===== config.mk =====
export PLATFORM = sky130hd
export DESIGN_NAME = xcore_irq_hub
export DESIGN_NICKNAME = d
export VERILOG_FILES = /design/src/rtl/xirq_pkg.sv /design/src/rtl/xirq_arbiter.sv /design/src/rtl/xirq_matrix.sv /design/src/rtl/xirq_readback.sv /design/src/rtl/xcore_irq_hub.sv
export SDC_FILE = /design/constraint.sdc
export NUM_CORES = 1
export LEC_CHECK = 0
export ABC_AREA = 0
export BUFFER_PORTS_ARGS = -buffer_cell sky130_fd_sc_hd__buf_4
export CORE_MARGIN = 2
export CORE_UTILIZATION = 49
export CTS_CLUSTER_DIAMETER = 30
export DETAILED_ROUTE_END_ITERATION = 6
export PLACE_DENSITY = 0.74
export SYNTH_ARGS = -nofsm -noshare
export SYNTH_HDL_FRONTEND = slang
export SYNTH_HIERARCHICAL = 1
export SYNTH_SLANG_ARGS = --single-unit

===== constraint.sdc =====
create_clock -name clk -period 5.25 [get_ports clk]
set_input_delay 0.525 -clock clk [delete_from_list [all_inputs] [get_ports clk]]
set_output_delay 0.525 -clock clk [all_outputs]
set_load 0.02 [all_outputs]

===== src/rtl/xirq_pkg.sv =====
package xirq_pkg;

    typedef enum logic [1:0] {
        OP_RAISE = 2'd0,
        OP_PEEK  = 2'd1,
        OP_WHO   = 2'd2,
        OP_ACK   = 2'd3
    } xirq_op_e;

    function automatic logic op_loads_rb(input xirq_op_e op);
        return (op == OP_PEEK) || (op == OP_WHO);
    endfunction

endpackage


===== src/rtl/xirq_arbiter.sv =====
module xirq_arbiter #(
    parameter int N = 4,
    localparam int ID_W = $clog2(N)
) (
    input  logic            clk,
    input  logic            rst,
    input  logic [N-1:0]    req,
    output logic            gnt_v,
    output logic [ID_W-1:0] gnt_id,
    output logic [N-1:0]    ready
);

    always_comb begin
        gnt_id = '0;
        for (int i = N - 1; i >= 0; i--) begin
            if (req[i]) gnt_id = ID_W'(i);
        end
        gnt_v = |req;
        ready = gnt_v ? (N'(1) << gnt_id) : '0;
    end

    assert_ready_single_R8: assert property (@(posedge clk) disable iff (rst)
        $onehot0(ready));

    assert_ready_needs_req_R8: assert property (@(posedge clk) disable iff (rst)
        (|ready) |-> (|(ready & req)));

    for (genvar i = 1; i < N; i++) begin : g_prio
        assert_prio_R8: assert property (@(posedge clk) disable iff (rst)
            (|req[i-1:0]) |-> !ready[i]);
    end

endmodule


===== src/rtl/xirq_matrix.sv =====
module xirq_matrix
    import xirq_pkg::*;
#(
    parameter int N = 4,
    localparam int ID_W = $clog2(N),
    localparam int IDX_W = $clog2(N * N)
) (
    input  logic            clk,
    input  logic            rst,
    input  logic            gnt_v,
    input  logic [ID_W-1:0] gnt_id,
    input  xirq_op_e        op,
    input  logic [ID_W-1:0] arg,
    output logic [N*N-1:0]  pend_o,
    output logic [N-1:0]    irq_o
);

    logic do_raise, do_ack;
    assign do_raise = gnt_v && (op == OP_RAISE);
    assign do_ack   = gnt_v && (op == OP_ACK);

    for (genvar t = 0; t < N; t++) begin : g_tgt
        localparam logic [ID_W-1:0] TI = ID_W'(t);
        for (genvar s = 0; s < N; s++) begin : g_src
            localparam logic [ID_W-1:0] SI = ID_W'(s);
            if (t == s) begin : g_diag
                assign pend_o[t*N+s] = 1'b0;
            end else begin : g_cell
                logic bit_q;
                always_ff @(posedge clk) begin
                    if (rst)
                        bit_q <= 1'b0;
                    else if (do_raise && arg == TI && gnt_id == SI)
                        bit_q <= 1'b1;
                    else if (do_ack && gnt_id == TI && arg == SI)
                        bit_q <= 1'b0;
                end
                assign pend_o[t*N+s] = bit_q;
            end
        end
        assign irq_o[t] = |pend_o[t*N +: N];
    end

    logic [IDX_W-1:0] set_idx, clr_idx;
    assign set_idx = IDX_W'(arg) * IDX_W'(N) + IDX_W'(gnt_id);
    assign clr_idx = IDX_W'(gnt_id) * IDX_W'(N) + IDX_W'(arg);

    assert_raise_sets_R2: assert property (@(posedge clk) disable iff (rst)
        (do_raise && arg != gnt_id && int'(arg) < N)
        |=> (pend_o[$past(set_idx)] && irq_o[$past(arg)]));

    assert_self_raise_R3: assert property (@(posedge clk) disable iff (rst)
        (do_raise && arg == gnt_id) |=> $stable(pend_o));

    assert_ack_clears_R7: assert property (@(posedge clk) disable iff (rst)
        (do_ack && int'(arg) < N) |=> !pend_o[$past(clr_idx)]);

    assert_idle_hold_R8: assert property (@(posedge clk) disable iff (rst)
        !gnt_v |=> $stable(pend_o));

endmodule


===== src/rtl/xirq_readback.sv =====
module xirq_readback #(
    parameter int N = 4,
    parameter int RB_W = 32,
    localparam int ID_W = $clog2(N)
) (
    input  logic              clk,
    input  logic              rst,
    input  logic              load,
    input  logic [ID_W-1:0]   gnt_id,
    input  logic [RB_W-1:0]   word,
    output logic [N*RB_W-1:0] rd_o
);

    logic [RB_W-1:0] rb_q [N];

    always_ff @(posedge clk) begin
        for (int c = 0; c < N; c++) begin
            if (rst)
                rb_q[c] <= '0;
            else if (load && gnt_id == ID_W'(c))
                rb_q[c] <= word;
        end
    end

    for (genvar c = 0; c < N; c++) begin : g_out
        assign rd_o[c*RB_W +: RB_W] = rb_q[c];
    end

    assert_rb_load_R4: assert property (@(posedge clk) disable iff (rst)
        load |=> (rb_q[$past(gnt_id)] == $past(word)));

    assert_rb_hold_R9: assert property (@(posedge clk) disable iff (rst)
        !load |=> $stable(rd_o));

endmodule


===== src/rtl/xcore_irq_hub.sv =====
module xcore_irq_hub
    import xirq_pkg::*;
#(
    parameter int NCORE = 4,
    parameter int RB_W = 32,
    localparam int ID_W = $clog2(NCORE)
) (
    input  logic                  clk,
    input  logic                  rst,
    input  logic [NCORE-1:0]      cmd_valid,
    input  logic [2*NCORE-1:0]    cmd_op,
    input  logic [ID_W*NCORE-1:0] cmd_arg,
    output logic [NCORE-1:0]      cmd_ready,
    output logic [RB_W*NCORE-1:0] rd_data,
    output logic [NCORE-1:0]      irq_o
);

    logic                   gnt_v;
    logic [ID_W-1:0]        gnt_id;
    xirq_op_e               op_g;
    logic [ID_W-1:0]        arg_g;
    logic [NCORE*NCORE-1:0] pend_w;
    logic [NCORE-1:0]       irq_w;
    logic                   peek_bit;
    logic [NCORE-1:0]       who_row;
    logic                   rb_load;
    logic [RB_W-1:0]        rb_word;

    xirq_arbiter #(.N(NCORE)) arb_i (
        .clk    (clk),
        .rst    (rst),
        .req    (cmd_valid),
        .gnt_v  (gnt_v),
        .gnt_id (gnt_id),
        .ready  (cmd_ready)
    );

    assign op_g  = xirq_op_e'(cmd_op[int'(gnt_id)*2 +: 2]);
    assign arg_g = cmd_arg[int'(gnt_id)*ID_W +: ID_W];

    xirq_matrix #(.N(NCORE)) mat_i (
        .clk    (clk),
        .rst    (rst),
        .gnt_v  (gnt_v),
        .gnt_id (gnt_id),
        .op     (op_g),
        .arg    (arg_g),
        .pend_o (pend_w),
        .irq_o  (irq_w)
    );

    assign peek_bit = (int'(arg_g) < NCORE) ? irq_w[arg_g] : 1'b0;
    assign who_row  = pend_w[int'(gnt_id)*NCORE +: NCORE];
    assign rb_load  = gnt_v && op_loads_rb(op_g);
    assign rb_word  = (op_g == OP_PEEK) ? RB_W'(peek_bit) : RB_W'(who_row);

    xirq_readback #(.N(NCORE), .RB_W(RB_W)) rb_i (
        .clk    (clk),
        .rst    (rst),
        .load   (rb_load),
        .gnt_id (gnt_id),
        .word   (rb_word),
        .rd_o   (rd_data)
    );

    assign irq_o = irq_w;

    assert_raise_keeps_rb_R9: assert property (@(posedge clk) disable iff (rst)
        (gnt_v && (op_g == OP_RAISE || op_g == OP_ACK)) |=> $stable(rd_data));

    assert_who_mask_R5: assert property (@(posedge clk) disable iff (rst)
        (gnt_v && op_g == OP_WHO)
        |=> (rd_data[int'($past(gnt_id))*RB_W +: RB_W] == RB_W'($past(who_row))));

endmodule


# Word level (Yosys, flattened, before mapping)

Memories as Yosys holds them, arrays and structs flattened.
Index checks and enable logic that the tools add are counted.

Bits of input ports: 22
Memories: 1
Bits in writable memories: 16
Bits in registers: 12
Output and inout port bits: 136

Memories:

| memory    | depth | width | read ports | clocked after memory_dff | wr ports | RTL line            | text |
|---|---|---|---|---|---|---|---|
| rb_i.rb_q | 4     | 4     | 4          | 0                        | 4        | xirq_readback.sv:14 | `logic [RB_W-1:0] rb_q [N];` |

Bitwise operators: 4
Multiplexer cells: 50
Shift operators: 4
Reduce and logical (&&, ||, !) cells: 60
Magnitude comparators: 1
Equality and inequality tests: 9

Operators by type and width:

| cell                                                                         | count |
|---|---|
| 1-bit logical AND                                                            | 39 |
| 1-bit 2-to-1 mux                                                             | 39 |
| 4-bit 2-to-1 mux                                                             | 6 |
| 2-bit nonzero test                                                           | 12 |
| 16-bit by 5-bit indexed part select with 4-bit output                        | 1 |
| 8-bit by 4-bit indexed part select with 2-bit output                         | 2 |
| 2-bit equality test, second input constant                                   | 6 |
| 3-bit OR reduction                                                           | 4 |
| 2-bit 2-to-1 mux                                                             | 4 |
| 2-bit by 1-bit equality test with 1-bit output, second input constant        | 3 |
| 2-bit zero test                                                              | 3 |
| 1-bit bitwise OR                                                             | 4 |
| 4-bit OR reduction                                                           | 1 |
| 1-bit by 2-bit << shifter with 4-bit output, first input constant            | 1 |
| 2-bit by 3-bit less-than comparator with 1-bit output, second input constant | 1 |
| 1-bit binary-select mux with 2-bit select                                    | 1 |
| 1-bit logical OR                                                             | 1 |

# Depth between registers and ports, before layout

Gate-level depths: netlist (run 1).

Depth in word-level cells: 13
Gate-level depth with buffers: 11
Depth with buffers taken out: 9

# Cells and area by module

Netlist (run 1), hierarchy kept.

Modules (own cells, without submodules):

| module        | area an instance (um2) | cells an instance | instances |
|---|---|---|---|
| xirq_readback | 4779.6                 | 319               | 1 |
| xirq_matrix   | 769.5                  | 81                | 1 |
| xcore_irq_hub | 309.0                  | 23                | 1 |
| xirq_arbiter  | 50.0                   | 11                | 1 |

# Least setup slack after synthesis (run 1)

No wires, ideal clock.

Kind: in2reg
From: input cmd_valid[2]
To: memory rb_i/rb_q[3][0] (netlist bit), enable pin
Cell stages on the path: 11
Data arrival time: 4319 ps
Path slack: 503 ps
Cell sequence: nand2b_1 -> a21oi_1 -> buf_6 -> mux4_1 -> inv_1 -> ha_1 -> nor2b_1 -> buf_2 -> buf_4 -> inv_1 -> o21bai_1

RTL lines:

| element     | RTL line            | text |
|---|---|---|
| from (decl) | xcore_irq_hub.sv:10 | `input logic [NCORE-1:0] cmd_valid,` |
| to (decl)   | xirq_readback.sv:14 |  |

==> results.toml, run 1 <==
[power_and_ir_drop]
p_per_area_nw_per_um2 = 391
p_leak_nw = 3.08
finalPower_mw = 3.04
peakVddDrop_v = 0.000216

[critical_path]
critPathLaunchType = "primary input"
critical_path_class = "primary input to flop"
crit_path_top_delay_cell = "o21bai_4"
path_cells = "buf_4, nor3_2, mux4_1, ha_1, nor2b_4, inv_1, o21bai_4"
crit_buf_inv = 2
path_delay_family = "simple AND/OR/NAND/NOR gates"
required_ns = 5.28
critPathMaxFanout = 32
end_kind = "flop"
cpPeakStageDelay_ns = 0.88
worstPathArrival_ns = 3.63

[clock_tree]
root_buffer = "clkbuf_16"
postCtsSetupRepairBufs = 0
cts_tree = "done"
cts-resized-gates = 0
cts-htree-levels = 4
clk_path_buf_depth = 2
cts_made_buffers = 17
hold_buffers = 0
clock_latency_ns = 0.41
path_clk_slew_ns = 0.06
clock-sinks = 140

[cells_and_area]
num_antenna_cells = 0
nFillCells = 877
utilization = 0.652
seqCellArea_sq_um = 4080
nets = 625
multiInputGateArea_sq_um = 1670
area_growth_pct = 31.4
drive_gt1_frac = 0.343

[sta]
setup_viol = 0
fin_tns_setup_ns = 0
finalHoldViolations = 0
max_slew_margin = 0.291
period_share = 0.687
min_period_ns = 3.60
skew_ns = 0.00446
setup_ws_ns = 1.65
tightest_slew_ns = 1.06
rsz0062_at_grt = "no"
max_freq_mhz = 277
slew_viol_final = 0

[route]
drtIter0Drc = 497
vias = 4098
drt.antenna.violating_nets = 0
wl_per_cell_microns = 18.5
wl_mm = 14.1
drc_errors = 0
dr.pass1.iters = 5
vias_per_cell = 5.38

[synthesis]
ys_seq_elements = 140
synthFlopType = "edfxtp_1"
synth_area_leaders = "edfxtp_1 (65%), nor2_1 (8.3%), nand3b_1 (4.2%), dfxtp_1 (4.1%), mux4_1 (2.7%)"
ys_async_sr_fraction = 0
synth_cells = 434
yosys.area.top_type_share = 0.651
synth_edf_count = 128
synth.cell_area_sq_um = 5910
avgSynthCellArea_sq_um = 13.6
synth_area_leader_cell = "edfxtp_1"
synth_cell_types = 40
yosys_warnings = 6
synth-seq-area-share = 0.691

[placed_design]
port_buffers = 157
dp_slack_ns = 1.22
hpwl_mm = 9.21
gp_congestion = 0.831

[status]
status = "complete, no violations"

[global_routing]
grt_max_degree = 39
globalRoute.totalOverflow = 0
antenna_found_initial = 0
track_usage = 0.221
grt_first_pass_wirelength_mm = 21.5
grt_pass1_vias = 3850

[hold_path]
hold_class = "flop to flop"

[die]
die_h_microns = 114
core_area_sq_um = 11900
rows = 40
start_util = 0.496
dieArea_sq_um = 13000
die_w_microns = 114
io_pins = 158

[run]
drv_cap = 0
## state kept, by name, summed over array words and instances, names as in the netlist
signal                          cells
mat_i/g_tgt.g_src.g_cell.bit_q     12
rb_i/rb_q                         128
## layer usage
metal | wire, microns | vias to the layer above | global-route usage
met1 | 5470 | 2006 | 0.291
met4 | 237 | 0 | 0.0667
met2 | 7130 | 220 | 0.365
met5 | 0 | - | 0
met3 | 1220 | 18 | 0.0563
li1 | - | 1854 | -
## cell usage in the layout, fill, tap and decap left out, types with 3 or more instances in the layout
| cell type | n |
|---|---|
| buf_4 | 164 |
| nor2_1 | 130 |
| edfxtp_1 | 128 |
| nand3b_1 | 33 |
| conb_1 | 32 |
| clkbuf_16 | 17 |
| dfxtp_1 | 12 |
| nand2b_1 | 7 |
| mux4_1 | 6 |
| nand2_1 | 6 |
| o211ai_1 | 6 |
| o21ai_1 | 6 |
| nor2b_1 | 5 |
| inv_1 | 4 |
| and2_1 | 4 |
| clkinv_2 | 4 |
| or3_1 | 4 |
| a32oi_1 | 4 |
| o21bai_4 | 4 |
| clkinvlp_4 | 3 |
| bufinv_16 | 3 |
| clkinv_1 | 3 |
## final timing paths
kind	from	slack, ns	depth (start not counted)	endpoint
setup / recovery	cmd_valid[0]	1.65	7	rb_i/rb_q[3][29]
hold reg to reg	mat_i/g_tgt[3].g_src[0].g_cell.bit_q	0.52	2	mat_i/g_tgt[3].g_src[0].g_cell.bit_q
hold / removal	mat_i/g_tgt[3].g_src[0].g_cell.bit_q	0.52	2	mat_i/g_tgt[3].g_src[0].g_cell.bit_q
setup reg to reg	mat_i/g_tgt[3].g_src[2].g_cell.bit_q	3.62	5	rb_i/rb_q[2][0]
## cell type report
cell class                 instances  share of cell area
multi-input combinational        275               0.215
clock buffer                      18              0.0553
tap                              147              0.0237
sequential                       140               0.526
clock inverter                    14              0.0197
inverter                           4             0.00193
timing repair buffer             164               0.159
## tightest hold or removal path, cell delays in order, from the launching register on
cell and delay (ns):
dfxtp_1 0.32, o211ai_1 0.09, o21ai_1 0.06
## per-stage QoR
stage | instance area (sq um) | hold WS [ns] | cells
6_report | 7770 | 0.515 | 762
3_5_place_dp | 7180 | 0.509 | 730
3_3_place_gp | 7180 | 0.490 | 730
2_1_floorplan | 6020 | 0.473 | 464
5_1_grt | 7770 | 0.542 | 762
4_1_cts | 7770 | 0.518 | 762
## cell usage after synthesis, types with 3 or more instances
cell / number
nor2_1: 130
edfxtp_1: 128
nand3b_1: 33
buf_4: 19
buf_2: 15
dfxtp_1: 12
nand2b_1: 7
mux4_1: 6
nand2_1: 6
nor2b_1: 6
o211ai_1: 6
o21ai_1: 6
a32oi_1: 4
and2_1: 4
buf_6: 4
inv_1: 4
o21bai_1: 4
or3_1: 4
clkbuf_1: 3
## cells by family (layout without fill, tap and decap cells)
family                     count (synthesis)  after routing  synth area share
and+or+nand+nor                          204            204             0.176
buffers and inverters                     49            200            0.0555
AOI/OAI and AO/OA                         28             28            0.0366
DFF                                      140            140             0.691
adders and majority gates                  1              1           0.00212
muxes                                     10             10            0.0377
other                                      2             32           0.00127
## where the power goes
group	switching, mW	internal, mW
Clock	0.426	0.738
Combinational	0.320	0.180
Sequential	0.0413	1.33
Note: power is estimated with default switching activity, not from simulation.
==> run 2, diff against run 1 <==
--- a/config.mk
+++ b/config.mk
@@ -11,7 +11,7 @@
 export CORE_UTILIZATION = 49
 export CTS_CLUSTER_DIAMETER = 30
 export DETAILED_ROUTE_END_ITERATION = 6
-export PLACE_DENSITY = 0.74
+export PLACE_DENSITY = 0.77
 export SYNTH_ARGS = -nofsm -noshare
 export SYNTH_HDL_FRONTEND = slang
 export SYNTH_HIERARCHICAL = 1
==> constraint.sdc (replaced) <==
create_clock -name clk -period 3.1 [get_ports clk]
set_input_delay 0.31 -clock clk [delete_from_list [all_inputs] [get_ports clk]]
set_output_delay 0.31 -clock clk [all_outputs]
set_load 0.02 [all_outputs]
==> results.toml, run 2 (synthesized netlist as in run 1, its figures left out) <==
[power_and_ir_drop]
p_leak_nw = 3.15
p_per_area_nw_per_um2 = 684
comb_power_share = 0.163
intPower_mw = 4.08
power_frac_seq = 0.427
netSwitchingPower_mw = 1.36
switching_share = 0.250
clkPwrFrac = 0.410
peakVddDrop_v = 0.000338

[cells_and_area]
num_antenna_cells = 0
drive_gt1_frac = 0.354
reg_top3 = "rb_i/rb_q x128, mat_i/g_tgt.g_src.g_cell.bit_q x12"
instances_no_fill = 768
final_common_cell = "buf_4"
largest_register = "rb_i/rb_q"
layout_common_cells = "buf_4 (166), nor2_1 (130), edfxtp_1 (128)"
largest_reg_flops = 128
area_growth_pct = 34.5
utilization = 0.667
stdcell_area_sq_um = 7940
nets = 631

[critical_path]
critPathMaxFanout = 32
critPathLaunchType = "primary input"
cpPeakStageDelay_ns = 0.61
path_cells = "buf_4, nand2b_4, a21oi_4, mux4_2, inv_1, ha_1, nor2b_4, clkinvlp_4, o21bai_4, buf_12"
path_delay_family = "buffers and inverters"
crit_buf_inv = 4
crit_path_top_delay_cell = "mux4_2"
required_ns = 3.20
worstPathArrival_ns = 2.53
critical_path_class = "primary input to flop"
end_kind = "flop"

[clock_tree]
cts-resized-gates = 0
cts_tree = "done"
hold_buffers = 0
root_buffer = "clkbuf_16"
path_clk_slew_ns = 0.06
cts-htree-levels = 4
cts_made_buffers = 17
clock-sinks = 140
clock_latency_ns = 0.41
postCtsSetupRepairBufs = 0
clk_path_buf_depth = 2

[placed_design]
dp_slack_ns = 0.246
place_inst = 736
port_buffers = 157
gp_congestion = 0.868
place_area_sq_um = 7290
hpwl_mm = 9.59

[die]
core_area_sq_um = 11900
start_util = 0.496
die_h_microns = 114
rows = 40
io_pins = 158
dieArea_sq_um = 13000
die_w_microns = 114

[sta]
skew_ns = 0.00502
finalHoldViolations = 0
setup_viol = 0
max_freq_mhz = 412
tightest_slew_ns = 0.606
max_slew_margin = 0.596
min_period_ns = 2.43
fin_tns_setup_ns = 0
setup_ws_ns = 0.672
rsz0062_at_grt = "no"
slew_viol_final = 0
period_share = 0.783

[route]
wl_per_cell_microns = 18.7
wl_mm = 14.4
vias_per_cell = 5.27
vias = 4051
drc_errors = 0
drtIter0Drc = 270
drt.antenna.violating_nets = 0
dr.pass1.iters = 5

[global_routing]
globalRoute.totalOverflow = 0
grt_pass1_vias = 3989
track_usage = 0.226
antenna_found_initial = 0
grt_first_pass_wirelength_mm = 22.1
grt_max_degree = 39

[hold_path]
hold_class = "primary input to flop"

[status]
status = "complete, no violations"

[run]
drv_cap = 0
[run 2: changes by cell type in the layout (fill, tap and decap cells not counted), sizes merged]
| cell | before | now |
|---|---|---|
| inv | 4 | 3 |
| buf | 164 | 170 |
| clkinv | 8 | 6 |
| bufinv | 3 | 6 |
[run 2: layout make-up]
cell class / instances / area, sq um
clock inverter: 14 / 224
clock buffer: 18 / 429
sequential: 140 / 4080
multi-input combinational: 275 / 1680
timing repair buffer: 170 / 1330
tap: 147 / 184
inverter: 4 / 18.8
fill: 814 / 3970
[run 2: power groups by stage]
| stage | registers [mW] | logic (mW) | clock network, mW |
|---|---|---|---|
| 2_1_floorplan | 2.56 | 0.296 | 0 |
| 3_3_place_gp | 2.36 | 0.850 | 0 |
| 3_5_place_dp | 2.36 | 0.868 | 0 |
| 4_1_cts | 2.33 | 0.870 | 2.25 |
| 5_1_grt | 2.34 | 0.935 | 2.33 |
| 6_report | 2.32 | 0.884 | 2.23 |
[run 2: path summary, 6_finish.rpt]
check / depth (start not counted) / start / endpoint / slack, ns
max: 10 / cmd_valid[2] / rb_i/rb_q[3][23] / 0.67
min: 5 / cmd_valid[1] / mat_i/g_tgt[1].g_src[2].g_cell.bit_q / 0.50
max reg2reg: 5 / mat_i/g_tgt[1].g_src[3].g_cell.bit_q / rb_i/rb_q[1][0] / 1.50
min reg2reg: 2 / mat_i/g_tgt[1].g_src[0].g_cell.bit_q / mat_i/g_tgt[1].g_src[0].g_cell.bit_q / 0.50
[run 2: layer usage]
metal  vias up  GRT usage  share of wire
li1       1860          -              -
met1      1976      0.299           0.40
met2       199      0.372           0.52
met3        16     0.0590          0.070
met4         0     0.0650          0.011
met5         -          0              0
[run 2: through the flow]
step           total power, mW  hold WS [ns]
3_5_place_dp              3.23         0.497
6_report                  5.43         0.501
5_1_grt                   5.60         0.536
2_1_floorplan             2.86         0.473
3_3_place_gp              3.21         0.496
4_1_cts                   5.44         0.494
[run 2: worst register-to-register path: stages (launching register included)]
cell	delay, ns
dfxtp_1	0.33
or3_1	0.43
mux2i_1	0.19
o221ai_1	0.16
nand3b_1	0.17
nor2_1	0.06
==> run 3, diff against run 2 <==
--- a/config.mk
+++ b/config.mk
@@ -11,7 +11,7 @@
 export CORE_UTILIZATION = 49
 export CTS_CLUSTER_DIAMETER = 30
 export DETAILED_ROUTE_END_ITERATION = 6
-export PLACE_DENSITY = 0.77
+export PLACE_DENSITY = 0.74
 export SYNTH_ARGS = -nofsm -noshare
 export SYNTH_HDL_FRONTEND = slang
 export SYNTH_HIERARCHICAL = 1
==> constraint.sdc (replaced) <==
create_clock -name clk -period 2.4 [get_ports clk]
set_input_delay 0.24 -clock clk [delete_from_list [all_inputs] [get_ports clk]]
set_output_delay 0.24 -clock clk [all_outputs]
set_load 0.02 [all_outputs]
==> results.toml, run 3 (synthesized netlist as in run 1, its figures left out) <==
[route]
dr.pass1.iters = 7
drc_errors = 0
vias = 4145
drtIter0Drc = 254
drt.antenna.violating_nets = 0
wl_mm = 13.8
wl_per_cell_microns = 17.6
vias_per_cell = 5.29

[clock_tree]
clk_path_buf_depth = 2
clock-sinks = 140
cts-resized-gates = 0
hold_buffers = 0
cts_tree = "done"
clock_latency_ns = 0.41
cts-htree-levels = 4
postCtsSetupRepairBufs = 0
path_clk_slew_ns = 0.06
root_buffer = "clkbuf_16"
cts_made_buffers = 17

[critical_path]
r2r-end = "rb_i/rb_q[1][0]"
worstPathArrival_ns = 2.38
end_kind = "flop"
reg2reg_depth = 5
rrSetupSlack_ns = 0.73
critical_path_class = "primary input to flop"
required_ns = 2.50
critPathLaunchType = "primary input"
critPathMaxFanout = 10
rr_startpoint = "mat_i/g_tgt[3].g_src[2].g_cell.bit_q"

[die]
io_pins = 158
start_util = 0.496
rows = 40
die_w_microns = 114
die_h_microns = 114
core_area_sq_um = 11900
dieArea_sq_um = 13000

[cells_and_area]
largest_reg_flops = 128
area_growth_pct = 36.9
drive_gt1_frac = 0.374
final_common_cell = "buf_4"
num_antenna_cells = 0
instances_no_fill = 784
largest_register = "rb_i/rb_q"
utilization = 0.679
reg_top3 = "rb_i/rb_q x128, mat_i/g_tgt.g_src.g_cell.bit_q x12"
layout_common_cells = "buf_4 (182), nor2_1 (130), edfxtp_1 (128)"
nets = 647

[placed_design]
place_inst = 752
port_buffers = 157
gp_congestion = 0.819
hpwl_mm = 9.59

[power_and_ir_drop]
p_leak_nw = 3.24
p_per_area_nw_per_um2 = 878
peakVddDrop_v = 0.000342

[hold_path]
hold_class = "primary input to flop"
min_path_cells = 5
hold_path.startpoint = "cmd_valid[1]"
min_to = "mat_i/g_tgt[2].g_src[3].g_cell.bit_q"

[status]
status = "complete, no violations"

[global_routing]
track_usage = 0.217
globalRoute.totalOverflow = 0
antenna_found_initial = 0
grt_max_degree = 39
grt_first_pass_wirelength_mm = 21.2
grt_pass1_vias = 4064

[run]
drv_cap = 0

[sta]
period_share = 0.946
max_freq_mhz = 440
setup_viol = 0
rsz0062_at_grt = "no"
slew_viol_final = 0
min_period_ns = 2.27
hold_ws_ns = 0.397
finalHoldViolations = 0
skew_ns = 0.00919
## run 3: per-layer routing
metal | GRT usage | vias to the layer above | part of all wire
met1 | 0.264 | 2016 | 0.39
met4 | 0.0854 | 0 | 0.020
li1 | - | 1899 | -
met2 | 0.366 | 206 | 0.51
met3 | 0.0627 | 24 | 0.079
met5 | 0 | - | 0
## run 3: power by group
group	internal [mW]	total [mW]	switching, mW
Clock	2.00	2.94	0.934
Sequential	2.91	3.00	0.0871
Combinational	0.448	1.17	0.719
## run 3: cell type report
class	instances	area (sq um)
multi-input combinational	275	1680
clock buffer	21	460
sequential	140	4080
clock inverter	11	215
tap	147	184
timing repair buffer	186	1450
inverter	4	18.8
fill	849	3820
## run 3: how the worst max path moves through the flow
stage | start | endpoint
after floorplan | cmd_valid[2] | rb_i/rb_q[0][0]
after global routing | cmd_valid[2] | rb_i/rb_q[3][19]
after CTS | cmd_valid[2] | rb_i/rb_q[3][19]
final | cmd_valid[2] | rb_i/rb_q[3][19]
after detailed placement | cmd_valid[2] | rb_i/rb_q[0][15]
after global placement | cmd_valid[2] | rb_i/rb_q[0][15]
## run 3: stage by stage
stage          TNS (ns)  total power, mW  area [sq um]  setup WS (ns)
3_3_place_gp     -27.32             4.17          7410         -0.224
2_1_floorplan    -96.15             3.69          6080         -0.750
6_report              0             7.10          8090          0.129
5_1_grt               0             7.33          8090         0.0543
3_5_place_dp     -33.13             4.20          7410         -0.267
4_1_cts               0             7.12          8090          0.146
## run 3: critical path, cell delays in order
cell	delay [ns]
buf_4	0.11
nand2b_4	0.14
a21oi_4	0.17
mux4_2	0.54
ha_1	0.34
nor2b_4	0.15
clkinvlp_4	0.21
o21bai_4	0.23
buf_4	0.23
